## src/rtl/edid_tgt_pkg.sv

```systemverilog
package edid_tgt_pkg;

    typedef enum logic [3:0] {
        ST_IDLE,
        ST_ADDR,
        ST_AACK,
        ST_OFFS,
        ST_OACK,
        ST_WDATA,
        ST_WACK,
        ST_RDATA,
        ST_RACK
    } tgt_state_e;

    typedef struct packed {
        logic scl_rise;
        logic scl_fall;
        logic start;
        logic stop;
    } bus_evt_t;

    // Number of cycles from the SCL fall to the SDA update.
    function automatic int unsigned dly_cycles(input int unsigned base, input int unsigned code);
        return base + code;
    endfunction

endpackage

```

## src/rtl/edid_bus_events.sv

```systemverilog
module edid_bus_events
    import edid_tgt_pkg::*;
(
    input  logic     clk,
    input  logic     rst,
    input  logic     scl_i,
    input  logic     sda_i,
    output bus_evt_t evt
);

    logic scl_q, sda_q;

    always_ff @(posedge clk) begin
        if (rst) begin
            scl_q <= 1'b1;
            sda_q <= 1'b1;
        end else begin
            scl_q <= scl_i;
            sda_q <= sda_i;
        end
    end

    always_comb begin
        evt.scl_rise = ~scl_q & scl_i;
        evt.scl_fall = scl_q & ~scl_i;
        evt.start    = scl_q & scl_i & sda_q & ~sda_i;
        evt.stop     = scl_q & scl_i & ~sda_q & sda_i;
    end

    AST_COND_SCL_HIGH: assert property (@(posedge clk) disable iff (rst)
        (evt.start || evt.stop) |-> (scl_i && $past(scl_i))) else $error("bus condition seen with SCL low");

endmodule

```

## src/rtl/edid_sda_delay.sv

```systemverilog
module edid_sda_delay
    import edid_tgt_pkg::*;
#(
    parameter int unsigned BASE_CYC = 6,
    parameter int unsigned CODE_W   = 2
) (
    input  logic              clk,
    input  logic              rst,
    input  logic              scl_fall,
    input  logic [CODE_W-1:0] code,
    input  logic              drv_req,
    output logic              sda_oe
);

    localparam int unsigned MAX_CYC = BASE_CYC + (1 << CODE_W) - 1;
    localparam int unsigned CNT_W   = $clog2(MAX_CYC + 1);

    logic [CNT_W-1:0] cnt_q;

    always_ff @(posedge clk) begin
        if (rst) begin
            cnt_q  <= '0;
            sda_oe <= 1'b0;
        end else if (scl_fall) begin
            cnt_q <= CNT_W'(dly_cycles(BASE_CYC, 32'(code)));
        end else if (cnt_q == CNT_W'(1)) begin
            cnt_q  <= '0;
            sda_oe <= drv_req;
        end else if (cnt_q != '0) begin
            cnt_q <= cnt_q - 1'b1;
        end
    end

    AST_OE_IN_WINDOW: assert property (@(posedge clk) disable iff (rst)
        !$stable(sda_oe) |-> ($past(cnt_q) == CNT_W'(1))) else $error("SDA changed outside delay window");

endmodule

```

## src/rtl/edid_ram.sv

```systemverilog
module edid_ram #(
    parameter int unsigned AW = 8,
    parameter int unsigned DW = 8
) (
    input  logic          clk,
    input  logic          we,
    input  logic [AW-1:0] waddr,
    input  logic [DW-1:0] wdata,
    input  logic [AW-1:0] raddr,
    output logic [DW-1:0] rdata
);

    localparam int unsigned DEPTH = 1 << AW;

    logic [DW-1:0] mem [DEPTH];

    always_ff @(posedge clk) begin
        if (we) mem[waddr] <= wdata;
    end

    assign rdata = mem[raddr];

endmodule

```

## src/rtl/edid_i2c_target.sv

```systemverilog
module edid_i2c_target
    import edid_tgt_pkg::*;
#(
    parameter int unsigned OFS_W    = 8,
    parameter int unsigned BASE_CYC = 6,
    parameter int unsigned CODE_W   = 2
) (
    input  logic              clk,
    input  logic              rst,
    input  logic              scl_i,
    input  logic              sda_i,
    input  logic [6:0]        cfg_dev_addr,
    input  logic              cfg_wr_lock,
    input  logic [CODE_W-1:0] cfg_dly_code,
    output logic              sda_pull
);

    localparam int unsigned BYTE_W = 8;
    localparam int unsigned BCNT_W = $clog2(BYTE_W + 1);
    localparam logic [BCNT_W-1:0] LAST_BIT = BCNT_W'(BYTE_W);

    bus_evt_t          evt;
    tgt_state_e        st_q;
    logic [BCNT_W-1:0] bcnt_q;
    logic [BYTE_W-1:0] sh_q, rd_sh_q, ram_rdata;
    logic [OFS_W-1:0]  ptr_q;
    logic              rw_q, mnack_q, drv_req, ram_we;

    edid_bus_events u_evt (
        .clk   (clk),
        .rst   (rst),
        .scl_i (scl_i),
        .sda_i (sda_i),
        .evt   (evt)
    );

    edid_ram #(.AW(OFS_W), .DW(BYTE_W)) u_ram (
        .clk   (clk),
        .we    (ram_we),
        .waddr (ptr_q),
        .wdata (sh_q),
        .raddr (ptr_q),
        .rdata (ram_rdata)
    );

    edid_sda_delay #(.BASE_CYC(BASE_CYC), .CODE_W(CODE_W)) u_dly (
        .clk      (clk),
        .rst      (rst),
        .scl_fall (evt.scl_fall),
        .code     (cfg_dly_code),
        .drv_req  (drv_req),
        .sda_oe   (sda_pull)
    );

    assign ram_we = evt.scl_fall && (st_q == ST_WDATA) && (bcnt_q == LAST_BIT) && !cfg_wr_lock;

    always_comb begin
        unique case (st_q)
            ST_AACK, ST_OACK, ST_WACK: drv_req = 1'b1;
            ST_RDATA:                  drv_req = ~rd_sh_q[BYTE_W-1];
            default:                   drv_req = 1'b0;
        endcase
    end

    always_ff @(posedge clk) begin
        if (rst) begin
            st_q    <= ST_IDLE;
            bcnt_q  <= '0;
            sh_q    <= '0;
            rd_sh_q <= '0;
            ptr_q   <= '0;
            rw_q    <= 1'b0;
            mnack_q <= 1'b0;
        end else if (evt.start) begin
            st_q   <= ST_ADDR;
            bcnt_q <= '0;
        end else if (evt.stop) begin
            st_q <= ST_IDLE;
        end else begin
            if (evt.scl_rise) begin
                unique case (st_q)
                    ST_ADDR, ST_OFFS, ST_WDATA: begin
                        sh_q   <= {sh_q[BYTE_W-2:0], sda_i};
                        bcnt_q <= bcnt_q + 1'b1;
                    end
                    ST_RDATA: bcnt_q  <= bcnt_q + 1'b1;
                    ST_RACK:  mnack_q <= sda_i;
                    default: ;
                endcase
            end
            if (evt.scl_fall) begin
                unique case (st_q)
                    ST_ADDR: if (bcnt_q == LAST_BIT) begin
                        if (sh_q[BYTE_W-1:1] == cfg_dev_addr) begin
                            st_q <= ST_AACK;
                            rw_q <= sh_q[0];
                        end else begin
                            st_q <= ST_IDLE;
                        end
                    end
                    ST_AACK: begin
                        bcnt_q <= '0;
                        if (rw_q) begin
                            st_q    <= ST_RDATA;
                            rd_sh_q <= ram_rdata;
                        end else begin
                            st_q <= ST_OFFS;
                        end
                    end
                    ST_OFFS: if (bcnt_q == LAST_BIT) begin
                        ptr_q <= sh_q[OFS_W-1:0];
                        st_q  <= ST_OACK;
                    end
                    ST_OACK, ST_WACK: begin
                        st_q   <= ST_WDATA;
                        bcnt_q <= '0;
                    end
                    ST_WDATA: if (bcnt_q == LAST_BIT) begin
                        ptr_q <= ptr_q + 1'b1;
                        st_q  <= ST_WACK;
                    end
                    ST_RDATA: begin
                        if (bcnt_q == LAST_BIT) begin
                            st_q  <= ST_RACK;
                            ptr_q <= ptr_q + 1'b1;
                        end else begin
                            rd_sh_q <= {rd_sh_q[BYTE_W-2:0], 1'b0};
                        end
                    end
                    ST_RACK: begin
                        if (mnack_q) begin
                            st_q <= ST_IDLE;
                        end else begin
                            st_q    <= ST_RDATA;
                            rd_sh_q <= ram_rdata;
                            bcnt_q  <= '0;
                        end
                    end
                    default: ;
                endcase
            end
        end
    end

    AST_ACK_ON_MATCH: assert property (@(posedge clk) disable iff (rst)
        (st_q == ST_AACK && $past(st_q) == ST_ADDR) |-> ($past(sh_q[BYTE_W-1:1]) == $past(cfg_dev_addr))) else $error("ack without address match");

    AST_PTR_STEP: assert property (@(posedge clk) disable iff (rst)
        (st_q == ST_WACK && $past(st_q) == ST_WDATA) |-> (ptr_q == OFS_W'($past(ptr_q) + 1'b1))) else $error("pointer did not step");

    AST_LOCK_NO_STORE: assert property (@(posedge clk) disable iff (rst)
        (st_q == ST_WACK && $past(st_q) == ST_WDATA && $past(cfg_wr_lock)) |-> !$past(ram_we)) else $error("locked RAM written");

    AST_NACK_RELEASE: assert property (@(posedge clk) disable iff (rst)
        (st_q == ST_IDLE && $past(st_q) == ST_RACK) |-> !sda_pull) else $error("SDA held after master nack");

endmodule

```

## config.mk

```make
export PLATFORM = sky130hd
export DESIGN_NAME = edid_i2c_target
export DESIGN_NICKNAME = d
export VERILOG_FILES = /design/src/rtl/edid_tgt_pkg.sv /design/src/rtl/edid_bus_events.sv /design/src/rtl/edid_sda_delay.sv /design/src/rtl/edid_ram.sv /design/src/rtl/edid_i2c_target.sv
export SDC_FILE = /design/constraint.sdc
export NUM_CORES = 2
export LEC_CHECK = 0
export BUFFER_PORTS_ARGS = -buffer_cell sky130_fd_sc_hd__buf_2
export CORE_ASPECT_RATIO = 0.8
export CORE_UTILIZATION = 40
export CTS_BUF_LIST = sky130_fd_sc_hd__clkbuf_4
export CTS_CLUSTER_SIZE = 24
export DETAILED_ROUTE_END_ITERATION = 6
export HOLD_SLACK_MARGIN = 0.15
export PLACE_DENSITY = 0.55
export SYNTH_ARGS = -nofsm -noshare
export SYNTH_HDL_FRONTEND = slang
export SYNTH_HIERARCHICAL = 1
export SYNTH_SLANG_ARGS = --single-unit
```

## constraint.sdc

```tcl
create_clock -name clk -period 5.6 [get_ports clk]
set_clock_uncertainty 0.1 [all_clocks]
set_input_delay 0.28 -clock clk [delete_from_list [all_inputs] [get_ports clk]]
set_output_delay 0.28 -clock clk [all_outputs]
set_load 0.01 [all_outputs]
```

==> flow_summary.toml <==
[status]
status = "finished, final reports clean"

[power_and_ir_drop]
power_mw = 29.53
worst_ir_drop_vdd_uv = 174.4
p_leak_nw = 27.95
p_per_area_nw_per_um2 = 320.5

[routing]
wl_per_cell_um = 28.83
dr.first_iter.drc_count = 4697
vias_per_cell = 5.743
vias = 43490
wl_mm = 218.3
final_antenna_net_count = 0
drc_errors = 0
dr.pass1.iters = 6

[job]
cap_violations = 0

[cts]
cts_hold_buf = 27
cts_tree = "done"
cts-resized-gates = 0
clk_pin_slew_ns = 0.07
cts_root_buffer = "clkbuf_4"
numCtsBuffers = 550
clkLatencyLatePin_ns = 1.33
htree_levels = 6
clock_sinks = 2089
post_cts_buffers = 0
cts_max_path_buffers = 4

[sta]
fmax_mhz = 212.9
finalHoldWorstSlack_ns = 0.3032
max_slew_margin_pct = 15.87
rsz0062_at_grt = "no"
period_needed_ns = 4.698
worst_pin_slew_ns = 1.257
tns_ns = 0
finalCritPeriodShare_pct = 83.89
hold_viol = 0
maxSlewViolCount = 0
finalSetupViolations = 0

[setup_path]
worstReg2RegStart = "st_q[0]"
endpoint_kind = "flip-flop"
cp_max_fo = 19
setup.worst_path.start_class = "flip-flop"
r2r-end = "u_ram/mem[20][0]"
path_class = "reg -> reg"
startpoint = "st_q[0]"
endpoint = "u_ram/mem[20][0]"
r2r_slack_ns = 0.90
arrival_ns = 5.50
r2r_cells = 6
cp_data_required_time_ns = 6.40

[min_path]
hold_depth = 5
min_path_type = "in -> reg"

[grt]
grt_use_total_pct = 21.22
use_met1_pct = 32.03
antenna_found_initial = 12
grt_pass1_wl_mm = 314.3
use_met3_pct = 5.624
use_met2_pct = 29.92
grt_overflow = 0
grt_max_degree = 181
grt_pass1_vias = 43490
top_usage_layer = "met1"

[synthesis]
synth-edff-count = 2048
ys_ff_latch = 2089
ys_types = 85
yosysWarnings = 6
avgSynthCellArea_um2 = 20.48
syn_nets = 4016
synthFlopType = "edfxtp_1"
synth.cell_area_um2 = 81840
synthArstFlopShare_pct = 0
yosysSeqAreaShare_pct = 76.15
netlist_instances = 3997

[place]
hpwl_mm = 130.6
globalplace.congestion = 0.8205
port_buffers = 14

[final_layout]
mostFrequentLayoutCell = "edfxtp_1"
drive_above_1_share_pct = 31.12
area_growth_pct = 12.60
mostFrequentLayoutCells = "edfxtp_1, clkbuf_4, mux4_2"
layout.nets = 4535

[floorplan]
initial_utilization_pct = 40.25
io_pins = 15
die_area_um2 = 206400
die_w_um = 507.7
rows = 148
coreArea_um2 = 203300
dieHeight_um = 406.6
==> where the power goes <==
group / switching, mW / leakage, nW / internal (mW)
clock network: 6.08 / 3.84 / 6.40
logic: 0.0718 / 4.85 / 0.0693
registers: 0.0172 / 19.3 / 16.9
==> worst max-delay path, stage by stage (launching register included) <==
cell      delay [ns]
dfxtp_1         0.72
nand3b_2        0.46
nor4_2          0.50
buf_4           0.38
nand3_2         0.70
buf_4           0.46
nor2_1          0.90
==> how the worst min path moves through the flow <==
stage / from / to / slack [ns]
2_1_floorplan: rst / u_dly/cnt_q[1] / 0.25
3_3_place_gp: u_dly/cnt_q[1] / u_dly/cnt_q[1] / 0.39
3_5_place_dp: u_dly/cnt_q[1] / u_dly/cnt_q[1] / 0.39
4_1_cts: sda_i / sh_q[0] / 0.17
5_1_grt: sda_i / sh_q[0] / 0.25
6_report: sda_i / sh_q[0] / 0.30
==> per-layer routing <==
metal	wire length (um)	share of wire [%]	up-vias
met5	27	0.012	-
met4	4553	2.1	4
met3	20710	9.5	322
met2	95360	44	2071
met1	97700	45	23060
li1	-	-	18040
==> Yosys cell counts, types with 37 or more instances <==
cell	count	area [um^2]
mux2i_1	153	1531
mux4_2	454	10220
edfxtp_1	2048	61500
nand3_1	44	220.2
a21oi_1	108	540.5
nor2_1	316	1186
nand2_1	51	191.4
dfxtp_1	41	820.8
o221ai_1	46	402.9
nor2b_1	37	231.5
clkbuf_1	113	424.2
a22oi_1	137	1028
==> layout make-up <==
class / instances / area [um^2]
sequential: 2089 / 62370
inverter: 10 / 37.54
multi-input combinational: 1652 / 18030
tap: 2700 / 3378
clock buffer: 765 / 5743
antenna: 15 / 37.54
fill: 17470 / 111200
clock inverter: 129 / 585.6
timing repair buffer: 213 / 1967
==> registers in the layout, summed over array words and instances, names as in the netlist <==
signal / flops
mnack_q: 1
rw_q: 1
u_evt/sda_q: 1
u_ram/mem: 2048
st_q: 4
sh_q: 8
bcnt_q: 4
rd_sh_q: 8
u_dly/sda_oe: 1
u_evt/scl_q: 1
u_dly/cnt_q: 4
ptr_q: 8
==> logic make-up after synthesis <==
group	count (synthesis)	share of synthesized area (%)
xor+xnor	12	0.1284
mux	610	14.44
buf+inv	256	1.946
simple gates	579	3.351
flops	2089	76.15
compound gates	446	3.906
fa+ha+maj	5	0.07644
==> through the flow <==
stage	instances	setup slack, ns	instance area [um^2]	utilization (%)
floorplan	3997	0.9479	81840	-
CTS	7558	0.8556	92110	45.30
global placement	6637	0.8054	85500	42.05
finish	7573	0.9023	92150	45.32
global route	7572	0.7039	92150	45.32
detailed placement	6637	0.8234	85500	42.05
Power figures use the tool's default switching activity.
